$ cat config.mk
export PLATFORM = sky130hd
export DESIGN_NAME = tmr_mem_seq
export DESIGN_NICKNAME = d
export VERILOG_FILES = /design/src/rtl/tmr_pkg.sv /design/src/rtl/tmr_voter.sv /design/src/rtl/tmr_err_counter.sv /design/src/rtl/tmr_mem_seq.sv
export SDC_FILE = /design/constraint.sdc
export NUM_CORES = 1
export LEC_CHECK = 0
export ABC_CLOCK_PERIOD_IN_PS = 7900
export BUFFER_PORTS_ARGS = -buffer_cell sky130_fd_sc_hd__buf_2
export CORE_MARGIN = 2
export CORE_UTILIZATION = 40
export CTS_CLUSTER_DIAMETER = 40
export DETAILED_ROUTE_END_ITERATION = 7
export HOLD_SLACK_MARGIN = 0.08
export PLACE_DENSITY = 0.65
export SLEW_MARGIN = 20
export SYNTH_ARGS = -nofsm -noshare
export SYNTH_HDL_FRONTEND = slang
export SYNTH_SLANG_ARGS = --single-unit
$ cat constraint.sdc
create_clock -name clk -period 7.9 [get_ports clk]
set_input_delay 0.395 -clock clk [delete_from_list [all_inputs] [get_ports clk]]
set_output_delay 0.395 -clock clk [all_outputs]
set_load 0.05 [all_outputs]
$ cat src/rtl/tmr_pkg.sv
package tmr_pkg;

    localparam int DATA_W   = 16;
    localparam int N_COPIES = 3;
    localparam int COPY_W   = 2;

    typedef logic [DATA_W-1:0]   word_t;
    typedef logic [N_COPIES-1:0] copy_mask_t;
    typedef logic [COPY_W-1:0]   copy_idx_t;

    typedef enum logic [2:0] {
        ST_IDLE,
        ST_ISSUE,
        ST_WAIT,
        ST_VOTE,
        ST_RESP,
        ST_SCRUB_ISSUE,
        ST_SCRUB_WAIT
    } seq_state_e;

    typedef struct packed {
        word_t      voted;
        copy_mask_t diff;
    } vote_t;

    typedef struct packed {
        logic  we;
        word_t wdata;
    } op_t;

    function automatic word_t maj3(word_t a, word_t b, word_t c);
        return (a & b) | (a & c) | (b & c);
    endfunction

    function automatic copy_idx_t first_copy(copy_mask_t m);
        if (m[0])      return copy_idx_t'(0);
        else if (m[1]) return copy_idx_t'(1);
        else           return copy_idx_t'(2);
    endfunction

endpackage

$ cat src/rtl/tmr_voter.sv
module tmr_voter
    import tmr_pkg::*;
#(
    parameter int LAT = 1
) (
    input  logic  clk,
    input  logic  rst,
    input  logic  in_valid,
    input  word_t cp_a,
    input  word_t cp_b,
    input  word_t cp_c,
    output logic  out_valid,
    output vote_t out_res
);

    vote_t comb_res;

    always_comb begin
        comb_res.voted   = maj3(cp_a, cp_b, cp_c);
        comb_res.diff[0] = (cp_a != comb_res.voted);
        comb_res.diff[1] = (cp_b != comb_res.voted);
        comb_res.diff[2] = (cp_c != comb_res.voted);
    end

    generate
        if (LAT == 0) begin : g_direct
            assign out_valid = in_valid;
            assign out_res   = comb_res;
        end else begin : g_pipe
            vote_t          pipe_q [LAT];
            logic [LAT-1:0] vld_q;

            always_ff @(posedge clk) begin
                if (rst) begin
                    vld_q <= '0;
                end else begin
                    for (int i = LAT - 1; i > 0; i--) begin
                        vld_q[i] <= vld_q[i-1];
                    end
                    vld_q[0] <= in_valid;
                end
            end

            always_ff @(posedge clk) begin
                for (int i = LAT - 1; i > 0; i--) begin
                    pipe_q[i] <= pipe_q[i-1];
                end
                pipe_q[0] <= comb_res;
            end

            assign out_valid = vld_q[LAT-1];
            assign out_res   = pipe_q[LAT-1];


            vote_pulse_chk: assert property (@(posedge clk) disable iff (rst)
                out_valid |=> !out_valid)
                else $error("voter valid lasted more than one cycle");
        end
    endgenerate

endmodule

$ cat src/rtl/tmr_err_counter.sv
module tmr_err_counter #(
    parameter int CNT_W = 8
) (
    input  logic             clk,
    input  logic             rst,
    input  logic             bump,
    output logic [CNT_W-1:0] count
);

    always_ff @(posedge clk) begin
        if (rst) begin
            count <= '0;
        end else if (bump) begin
            count <= count + CNT_W'(1);
        end
    end


    err_step_chk: assert property (@(posedge clk) disable iff (rst)
        (count != $past(count)) |-> (count == $past(count) + CNT_W'(1)))
        else $error("error counter moved by other than one");

endmodule

$ cat src/rtl/tmr_mem_seq.sv
module tmr_mem_seq
    import tmr_pkg::*;
#(
    parameter int ADDR_W   = 8,
    parameter int VOTE_LAT = 1,
    parameter int CNT_W    = 8
) (
    input  logic                 clk,
    input  logic                 rst,
    input  logic                 req_valid,
    input  logic                 req_we,
    input  logic [ADDR_W-1:0]    req_addr,
    input  logic [DATA_W-1:0]    req_wdata,
    output logic                 busy,
    output logic                 rsp_valid,
    output logic [DATA_W-1:0]    rsp_rdata,
    output logic [N_COPIES-1:0]  rsp_fixed,
    output logic [CNT_W-1:0]     error_count,
    output logic                 mem_req,
    output logic                 mem_we,
    output logic [ADDR_W+1:0]    mem_addr,
    output logic [DATA_W-1:0]    mem_wdata,
    input  logic                 mem_done,
    input  logic [DATA_W-1:0]    mem_rdata
);

    localparam int PADDR_W = ADDR_W + COPY_W;
    localparam copy_idx_t LAST_COPY = copy_idx_t'(N_COPIES - 1);

    seq_state_e        state_q;
    copy_idx_t         copy_q;
    op_t               op_q;
    logic [ADDR_W-1:0] addr_q;
    word_t             slot_q [N_COPIES-1];
    vote_t             vote_q;
    copy_mask_t        fix_left_q;
    logic              outstanding_q;

    logic   start_vote;
    logic   vote_valid;
    vote_t  vote_res;
    logic   err_bump;

    assign start_vote = (state_q == ST_WAIT) && mem_done && !op_q.we && (copy_q == LAST_COPY);

    tmr_voter #(.LAT(VOTE_LAT)) i_voter (
        .clk       (clk),
        .rst       (rst),
        .in_valid  (start_vote),
        .cp_a      (slot_q[0]),
        .cp_b      (slot_q[1]),
        .cp_c      (mem_rdata),
        .out_valid (vote_valid),
        .out_res   (vote_res)
    );

    assign err_bump = (state_q == ST_VOTE) && vote_valid && (vote_res.diff != '0);

    tmr_err_counter #(.CNT_W(CNT_W)) i_err_counter (
        .clk   (clk),
        .rst   (rst),
        .bump  (err_bump),
        .count (error_count)
    );

    always_ff @(posedge clk) begin
        if (rst) begin
            state_q    <= ST_IDLE;
            copy_q     <= '0;
            op_q       <= '0;
            addr_q     <= '0;
            vote_q     <= '0;
            fix_left_q <= '0;
        end else begin
            case (state_q)
                ST_IDLE: begin
                    if (req_valid) begin
                        op_q.we    <= req_we;
                        op_q.wdata <= req_wdata;
                        addr_q     <= req_addr;
                        copy_q     <= '0;
                        state_q    <= ST_ISSUE;
                    end
                end
                ST_ISSUE: begin
                    state_q <= ST_WAIT;
                end
                ST_WAIT: begin
                    if (mem_done) begin
                        if (copy_q == LAST_COPY) begin
                            state_q <= op_q.we ? ST_IDLE : ST_VOTE;
                        end else begin
                            copy_q  <= copy_q + copy_idx_t'(1);
                            state_q <= ST_ISSUE;
                        end
                    end
                end
                ST_VOTE: begin
                    if (vote_valid) begin
                        vote_q     <= vote_res;
                        fix_left_q <= vote_res.diff;
                        state_q    <= ST_RESP;
                    end
                end
                ST_RESP: begin
                    if (fix_left_q != '0) begin
                        copy_q  <= first_copy(fix_left_q);
                        state_q <= ST_SCRUB_ISSUE;
                    end else begin
                        state_q <= ST_IDLE;
                    end
                end
                ST_SCRUB_ISSUE: begin
                    fix_left_q[copy_q] <= 1'b0;
                    state_q            <= ST_SCRUB_WAIT;
                end
                ST_SCRUB_WAIT: begin
                    if (mem_done) begin
                        if (fix_left_q != '0) begin
                            copy_q  <= first_copy(fix_left_q);
                            state_q <= ST_SCRUB_ISSUE;
                        end else begin
                            state_q <= ST_IDLE;
                        end
                    end
                end
                default: state_q <= ST_IDLE;
            endcase
        end
    end

    // read data of the first two copies is held until the third arrives
    always_ff @(posedge clk) begin
        if (state_q == ST_WAIT && mem_done && !op_q.we && copy_q != LAST_COPY) begin
            slot_q[copy_q[0]] <= mem_rdata;
        end
    end

    // tracks the handshake with memory, used only by the check below
    always_ff @(posedge clk) begin
        if (rst) begin
            outstanding_q <= 1'b0;
        end else if (mem_req) begin
            outstanding_q <= 1'b1;
        end else if (mem_done) begin
            outstanding_q <= 1'b0;
        end
    end

    assign busy      = (state_q != ST_IDLE);
    assign rsp_valid = (state_q == ST_RESP);
    assign rsp_rdata = vote_q.voted;
    assign rsp_fixed = vote_q.diff;

    assign mem_req   = (state_q == ST_ISSUE) || (state_q == ST_SCRUB_ISSUE);
    assign mem_we    = (state_q == ST_SCRUB_ISSUE) ? 1'b1 : op_q.we;
    assign mem_addr  = PADDR_W'({copy_q, addr_q});
    assign mem_wdata = (state_q == ST_SCRUB_ISSUE) ? vote_q.voted : op_q.wdata;


    one_outstanding_chk: assert property (@(posedge clk) disable iff (rst)
        mem_req |-> !outstanding_q)
        else $error("memory request issued while one is pending");


    copy_range_chk: assert property (@(posedge clk) disable iff (rst)
        mem_req |-> (mem_addr[PADDR_W-1 -: COPY_W] != copy_idx_t'(3)))
        else $error("copy index out of range");


    scrub_data_chk: assert property (@(posedge clk) disable iff (rst)
        (mem_req && state_q == ST_SCRUB_ISSUE) |-> (mem_we && mem_wdata == rsp_rdata && rsp_fixed[copy_q]))
        else $error("scrub write does not carry the voted word to a flagged copy");


    err_on_rsp_chk: assert property (@(posedge clk) disable iff (rst)
        (error_count != $past(error_count)) |-> (rsp_valid && rsp_fixed != '0))
        else $error("error count changed outside a faulty response");


    busy_accept_chk: assert property (@(posedge clk) disable iff (rst)
        $rose(busy) |-> $past(req_valid))
        else $error("busy rose without a request");


    rsp_pulse_chk: assert property (@(posedge clk) disable iff (rst)
        rsp_valid |=> !rsp_valid)
        else $error("response lasted more than one cycle");

endmodule

======== Word-level counts from Yosys, hierarchy flattened ========
Memories as Yosys holds them, arrays and structs flattened.
Index checks and enable logic that the tools add are counted.
storage, ports and cells
  register bits ........................... 61
  bits in latches ......................... 0
  memories ................................ 2
  ROM bits ................................ 0
  RAM bits ................................ 51
  word-level logic and storage cells ...... 83
cells by class
  divide/modulo/power cells ............... 0
  shift-type cells ........................ 0
  equality and inequality tests ........... 16
  reductions and logical operators ........ 20
  magnitude comparators ................... 2
  multipliers ............................. 0
  multiplexer cells ....................... 24
  $add $sub $neg .......................... 2
  bitwise gates (word level) .............. 7
memory list
  memory                 words  bits a word  rd ports  clocked after Yosys merged registers in  wr ports  line               source
  slot_q                 2      16           2         0                                        1         tmr_mem_seq.sv:34  word_t slot_q [N_COPIES-1];
  i_voter.g_pipe.pipe_q  1      19           1         0                                        1         tmr_voter.sv:30    vote_t pipe_q [LAT];
operators with widths
  kind                                                 number
  AND 16 bit                                           3
  inequality test 16 bit                               3
  OR 16 bit                                            2
  one-hot mux 3 bit (7 select lines)                   1
  two-way mux 2 bit                                    9
  two-way mux 3 bit                                    6
  two-way mux 16 bit                                   1
  inequality test 2 bit (second input constant)        5
  == test 3 bit (second input constant)                3
  nonzero test 3 bit                                   3
  adder 8 x 1 -> 8 bit (second input constant)         1
  one-hot mux 2 bit (4 select lines)                   1
  logical AND 1 bit                                    7
  == test 3 x 2 -> 1 bit (second input constant)       2
  one-hot mux 3 bit (2 select lines)                   1
  AND reduction 2 bit                                  3
  AND reduction 5 bit                                  1
  two-way mux 1 bit                                    4
  AND reduction 4 bit                                  1
  nonzero test 4 bit                                   1
  AND 3 bit                                            1
  == test 3 x 1 -> 1 bit (second input constant)       1
  logical NOT 3 bit                                    1
  < comparator 2 x 3 -> 1 bit (second input constant)  1
  other kinds (9)                                      9

======== Longest topological paths before layout ========
Gate-level depths: netlist of the first run.
  word-level depth ........................ 7
  mapped depth ............................ 7
  depth with buffers taken out ............ 6

======== Modules after synthesis ========
From an unflattened synthesis of the first run, not the netlist that was laid out.
second synthesis, totals
  cell total of the unflattened synthesis .. 542
  area, all modules ....................... 5148.7 µm²
by module, submodules not included
  module           instances  area each (µm²)  cells an instance  sequential area each (µm²)
  tmr_mem_seq      1          3377.0           325                2001.9
  tmr_voter        1          1432.6           180                400.4
  tmr_err_counter  1          339.1            37                 160.2

======== Least setup slack after synthesis of the first run ========
No wires, ideal clock.
  kind .................................... reg-to-reg
  start ................................... register copy_q[0]
  end ..................................... memory slot_q[0][0] (netlist bit) (enable)
  arrival ................................. 2319 ps
  stages on the path, launching flop included .. 4
  path buffers ............................ 0
  data required time ...................... 7491 ps
  slack ................................... 5171 ps
  cells stage by stage .................... dfxtp_1 > inv_1 > ha_1 > nor3_1
between the ends
  cells in the longest elaborated chain, start to end .. 4
RTL lines
  element                                  line                source
  start, declared                          tmr_mem_seq.sv:31   copy_idx_t copy_q;
  start signal, assigned                   tmr_mem_seq.sv:93   copy_q <= copy_q + copy_idx_t'(1);
  start signal, assigned                   tmr_mem_seq.sv:107  copy_q <= first_copy(fix_left_q);
  start signal, assigned                   tmr_mem_seq.sv:120  copy_q <= first_copy(fix_left_q);
  inequality test 2 bit                    tmr_mem_seq.sv:134  if (state_q == ST_WAIT && mem_done && !op_q.we && copy_q != LAST_COPY) begin
  logical AND 1 bit                        tmr_mem_seq.sv:134
  two-way mux 1 bit                        tmr_mem_seq.sv:134
  two-way mux 1 bit (implied by the code)  tmr_mem_seq.sv:135  slot_q[copy_q[0]] <= mem_rdata;
  end, declared                            tmr_mem_seq.sv:34
Parallel ways exist; a longest one is shown, timed or not.

======== Final worst setup path of the first run ========
  start ................................... register state_q[2]
  end ..................................... output mem_wdata[13]
between the ends
  cells in the longest elaborated chain, start to end .. 2
RTL lines
  element                 line                source
  start, declared         tmr_mem_seq.sv:30   seq_state_e state_q;
  start signal, assigned  tmr_mem_seq.sv:91   state_q <= op_q.we ? ST_IDLE : ST_VOTE;
  == test 3 bit           tmr_mem_seq.sv:158  assign mem_wdata = (state_q == ST_SCRUB_ISSUE) ? vote_q.voted : op_q.wdata;
  two-way mux 16 bit      tmr_mem_seq.sv:158
  end, declared           tmr_mem_seq.sv:22   output logic [DATA_W-1:0] mem_wdata,
No other way between the ends.

==> results of run 1 <==
[worst register-to-register path: cells and delay by family, from the launching register on]
kind	cells	cell delay, ps
AO/OA/AOI/OAI	2	240
flip-flops	1	660
AND/OR/NAND/NOR	2	1130
[per-stage QoR]
step,setup WS [ps],util [%],hold slack (ps),power (W),std cells
6_report,4865,47.94,275.8,0.001245,814
5_1_grt,4656,47.94,268.7,0.001299,814
4_1_cts,4846,47.92,262.4,0.001259,814
3_5_place_dp,5232,45.51,425.5,0.0008074,798
3_3_place_gp,5337,45.51,422.9,0.0008028,798
2_1_floorplan,5171,-,417.4,0.0007634,545
[final cells by class]
type                    count  area, µm²
repair buffers            103      523.0
clock buffers              11      275.3
fillers                  1227       6516
flip-flops and latches    112       2562
clock inverters             5      26.28
inverters                  11      41.29
well taps                 172      215.2
multi-input cells         400       2357
[cells by family after synthesis]
| group | Yosys count | share of synthesized area (%) |
|---|---|---|
| compound gates | 120 | 14.21 |
| xor+xnor | 8 | 1.381 |
| fa+ha+maj | 4 | 0.9867 |
| buf+inv | 33 | 3.207 |
| flops | 112 | 50.52 |
| mux | 20 | 4.341 |
| simple gates | 248 | 25.36 |
[power groups by stage]
stage | combinational, W | sequential, W | clock [W]
floorplan | 0.000118 | 0.000645 | 0
global placement | 0.000164 | 0.000639 | 0
detailed placement | 0.000167 | 0.000641 | 0
CTS | 0.000167 | 0.000628 | 0.000464
global route | 0.000181 | 0.000630 | 0.000488
finish | 0.000166 | 0.000628 | 0.000451
[metal layers]
metal	vias to the layer above	global-route usage, %	routed length (µm)
met5	-	0	0
met4	0	6.824	190
met3	10	3.529	432
met2	63	28.10	5384
met1	1933	22.18	5520
li1	2130	-	-
[how the worst min path moves through the flow]
| stage | endpoint | startpoint |
|---|---|---|
| finish | op_q[7] | req_wdata[7] |
| floorplan | rsp_rdata[0] | i_voter.g_pipe.pipe_q[0][3] |
| global route | op_q[7] | req_wdata[7] |
| global placement | rsp_rdata[14] | i_voter.g_pipe.pipe_q[0][17] |
| CTS | op_q[7] | req_wdata[7] |
| detailed placement | rsp_rdata[12] | i_voter.g_pipe.pipe_q[0][15] |
[synthesized netlist by cell type, drive strengths merged, types with 10 or more instances]
master | n | share of area, %
nand2 | 99 | 7.3
dfxtp | 80 | 32
a21oi | 66 | 6.5
nor2 | 50 | 3.8
edfxtp | 32 | 19
nand3b | 23 | 3.4
mux2 | 16 | 3.6
o21a | 16 | 2.4
or3b | 16 | 2.8
buf | 15 | 1.9
nand2b | 13 | 1.6
inv | 11 | 0.81
o21ai | 11 | 1.1
nand4 | 10 | 1.2
[flip-flops by register name (all words and copies together) (netlist names), 8 cells and up]
signal,count
op_q,17
slot_q,32
rsp_rdata,16
i_err_counter.count,8
i_voter.g_pipe.pipe_q,19
addr_q,8
==> metrics.txt, run 1 <==
outcome finished, final reports clean; HP Class primary input to flip-flop; # Max-Cap Violations 0; Vias ~4100; Final setup viols 0; pin count of the biggest net entering global routing 63; delay-heaviest family, CP simple AND/OR/NAND/NOR gates; arrival time worst endpoint 2640 ps; crit path max fanout 20; # resized after CTS 0; Peak VDD IR 0.0001028 V; Fmax 0.3295 GHz; 1st-pass router iterations 4; clock share of power 36.2%; Pwr Density 207.5 nW/µm²; Worst R2R Setup Slack 5810 ps; clk sinks 112; commonest non-fill, non-tap cell in the layout buf_2; Critical path buffers and inverters 1; die span in x around 120 µm; critical path depth in cells 3; die area 13600 µm²; RSZ-0062 raised after global routing no; Post-Synthesis Cells roughly 550; Setup Fix Bufs, Post-CTS 0; clk_skew roughly 6.2 ps; Die Span Y 116.6 µm; antenna violations before repair 0; slowest cell on the critical path nand3b_1; CP Data Required Time 7510 ps; DRT iter0 DRCs 279; CTS Buf Count 9; I/O Buffers 101; switching share of power about 27%; Pint 0.0009113 W; clock slew seen by the registers of the worst setup and hold paths approximately 70 ps; Distinct cells, synth 47; number of enable flip-flop cells after synthesis 32; gp weighted congestion 0.8622; Final period util about two fifths; Final Slew Violations 0; core area between 10000 and 15000 µm²; Worst-Margin Slew 1035 ps; Setup crit start state_q[2]; layout cells sized above 1 24.30%; FF-to-FF End fix_left_q[2]; Main synth FF type dfxtp_1; num rows 41; Crit. End Element primary output; Post-synth ARST share 0%; placed inst area 5697 µm²; Hold Violations, Final 0; Tot GR Track Use 17.11%; Reg power frac 50.4%; Seq/Total Area, Yosys 50.52%; first-pass GRT wire length 18020 µm; nets 686; Hold Buf Count CTS 0; post-route ant nets 0; total wire length 11530 µm; Cells on Worst Hold Path 3; Net Switching 0.0003340 W; crit path kind flip-flop to primary output; H-tree lvl count 3; slew margin rel. 30.76%; Post-Syn Nets 594; Avg Inst Size Synth roughly 9.3 µm²; synth warn 0; Longest Clk Path Bufs 2; I/O pin cnt between 100 and 150; Worst R2R Start state_q[2]; worst-skew pair later-pin latency 350 ps; Finished Cell Area approximately 6000 µm²; Leak 2.367 nW; TritonCTS clock tree yes; DRC errors left 0; most frequent cells in the layout 100 x buf_2, 99 x nand2_1, 80 x dfxtp_1; total gr overflow 0; Syn-to-layout area delta 18.30%; max incr delay on CP 840 ps; Avg WL per Cell 14.16 µm; min cycle time layout 3035 ps; CP cell instances nand3b_1 -> mux2_2 -> buf_2; CTS Root Cell clkbuf_16; worst r2r path cells 4; ant diodes 0; DP HPWL 8233 µm; vias per inst 5.081; Yosys reg bits between 100 and 150; Logic pwr share 13.3%; TNS Setup 0 ps; Cell Area, Synth 5072 µm²; Critical Path Sink mem_wdata[13]; Initial Util 40.52%; Startpoint Class flip-flop; number of global-route vias before repair 3783
Power figures use the tool's default switching activity.
==> inputs of run 2 (changes only) <==
- ABC_CLOCK_PERIOD_IN_PS: 7900 -> 3100
- clock period: 7.9 -> 3.1 ns (I/O delays scaled with it)
==> metrics.txt, run 2 (synthesis gave the netlist of run 1 again) <==
# Max-Cap Violations 0 (unchanged); max incr delay on CP 700 ps (was 840 ps); number of global-route vias before repair 3856 (was 3783); CTS Buf Count 9 (unchanged); CP Data Required Time 2940 ps (was 7510 ps); Final period util 73.87%; outcome finished, final reports clean (unchanged); gp weighted congestion 0.8333 (was 0.8622); min cycle time layout 2290 ps; total gr overflow 0 (unchanged); Worst-Margin Slew 886.1 ps (was 1035 ps); Initial Util 40.52% (unchanged); Hold Violations, Final 0 (unchanged); Logic pwr share 14.2% (was 13.3%); Net Switching 0.0008775 W (was 0.0003340 W); num rows 41 (unchanged); arrival time worst endpoint 2130 ps (was 2640 ps); Vias 4360 (was 4136); Peak VDD IR 0.0003461 V (was 0.0001028 V); post-route ant nets 0 (unchanged); first-pass GRT wire length 18570 µm (was 18020 µm); Pint 0.002350 W (was 0.0009113 W); worst r2r path cells 4 (unchanged); Reg power frac 49.6% (was 50.4%); Placed Cells 800 (was 798); clock slew seen by the registers of the worst setup and hold paths 70 ps (about the same); pin count of the biggest net entering global routing 36 (was 63); CP cell instances nand3b_1 -> buf_4 -> mux2_2 -> buf_2 (was nand3b_1 -> mux2_2 -> buf_2); FILL cells 1153 (was 1227); I/O pin cnt 102 (unchanged); Final setup viols 0 (unchanged); H-tree lvl count 3 (unchanged); commonest non-fill, non-tap cell in the layout buf_2 (unchanged); Fmax 0.4367 GHz; TritonCTS clock tree yes (unchanged); most frequent cells in the layout 101 x buf_2, 99 x nand2_1, 80 x dfxtp_1 (was 100 x buf_2, 99 x nand2_1, 80 x dfxtp_1); DRT iter0 DRCs 318 (was 279); RSZ-0062 raised after global routing no (unchanged); Avg WL per Cell 14.34 µm (was 14.16 µm); max FFs per register 32 (unchanged); Longest Clk Path Bufs 2 (unchanged); CTS Root Cell clkbuf_16 (unchanged); crit path kind flip-flop to primary output (unchanged); switching share of power 27.19% (was 26.82%); antenna violations before repair 0 (unchanged); die area 13600 µm² (unchanged); Syn-to-layout area delta 25.28% (was 18.30%); DP HPWL 8446 µm (was 8233 µm); total wire length 12190 µm (was 11530 µm); core area 12520 µm² (unchanged); crit path max fanout 20 (unchanged); die span in x 116.6 µm (unchanged); I/O Buffers 101 (unchanged); clk_skew 8.581 ps (was 6.159 ps); clk sinks 112 (unchanged); Worst R2R Setup Slack 1040 ps (was 5810 ps); Tot GR Track Use 17.57% (was 17.11%); layout cells sized above 1 23.45% (was 24.30%); nets 722 (was 686); TNS Setup 0 ps (unchanged); slowest cell on the critical path dfxtp_1 (was nand3b_1); Cells on Worst Hold Path 1 (was 3); Pwr Density 507.9 nW/µm² (was 207.5 nW/µm²); Die Span Y 116.6 µm (unchanged); Final Slew Violations 0 (unchanged); 1st-pass router iterations 5 (was 4); post-route insts no fill 850 (was 814); HP Class primary input to flip-flop (unchanged); ant diodes 0 (unchanged); Crit. End Element primary output (unchanged); worst-skew pair later-pin latency 350 ps (about the same); Leak 2.516 nW (was 2.367 nW); slew margin rel. 40.47% (was 30.76%); vias per inst 5.129 (was 5.081); clock share of power 36.2% (about the same); DRC errors left 0 (unchanged); Startpoint Class flip-flop (unchanged)
## run 2: power groups by stage
stage	Sequential, W	Combinational [W]	Clock, W
CTS	0.00160	0.000460	0.00120
global placement	0.00163	0.000416	0
detailed placement	0.00163	0.000426	0
global route	0.00161	0.000498	0.00127
floorplan	0.00164	0.000301	0
finish	0.00160	0.000460	0.00117
## run 2: worst paths after layout
path / startpoint / endpoint
setup / recovery: state_q[1] / mem_wdata[11]
hold reg to reg: i_voter.g_pipe.pipe_q[0][7] / rsp_rdata[4]
hold / removal: mem_rdata[1] / slot_q[1][1]
setup reg to reg: state_q[1] / fix_left_q[1]
## run 2: through the flow
stage	area, µm²	hold slack [ps]	setup WS, ps	utilization (%)	total power (W)
final	6355	96.65	810.1	50.77	0.003227
after global routing	6355	88.88	732.1	50.77	0.003373
after detailed placement	5712	405.4	1108	45.63	0.002059
after global placement	5712	398.0	1166	45.63	0.002047
after floorplan	5072	253.9	371.4	-	0.001945
after CTS	6355	80.32	817.3	50.77	0.003263
## run 2: critical path, delay by kind of cell, from the launching register on
kind / cells / cell delay (ps)
simple gates: 1 / 180
mux: 1 / 380
flops: 1 / 700
buf+inv: 2 / 510
## run 2: repair_timing
action	4_1_cts	5_1_grt
buffers inserted	0	0
gates resized for setup	0	0
endpoints found under the hold margin	43	0
hold buffers	34	0
## run 2: cell type report
type | instances | area, µm² | area share [%]
Timing Repair Buffer | 139 | 875.8 | 13.78
Clock buffer | 9 | 225.2 | 3.544
Multi-Input combinational cell | 400 | 2357 | 37.09
Inverter | 11 | 41.29 | 0.6497
Clock inverter | 7 | 77.57 | 1.221
Tap cell | 172 | 215.2 | 3.386
Sequential cell | 112 | 2562 | 40.32
## run 2: metal layers
metal	global-route usage [%]	part of all wire, %	wire length [µm]	vias to the layer above
li1	-	-	-	2190
met1	22.48	46	5616	2056
met2	29.19	48	5872	96
met3	4.722	4.3	530	18
met4	5.412	1.4	172	0
met5	0	0	0	-
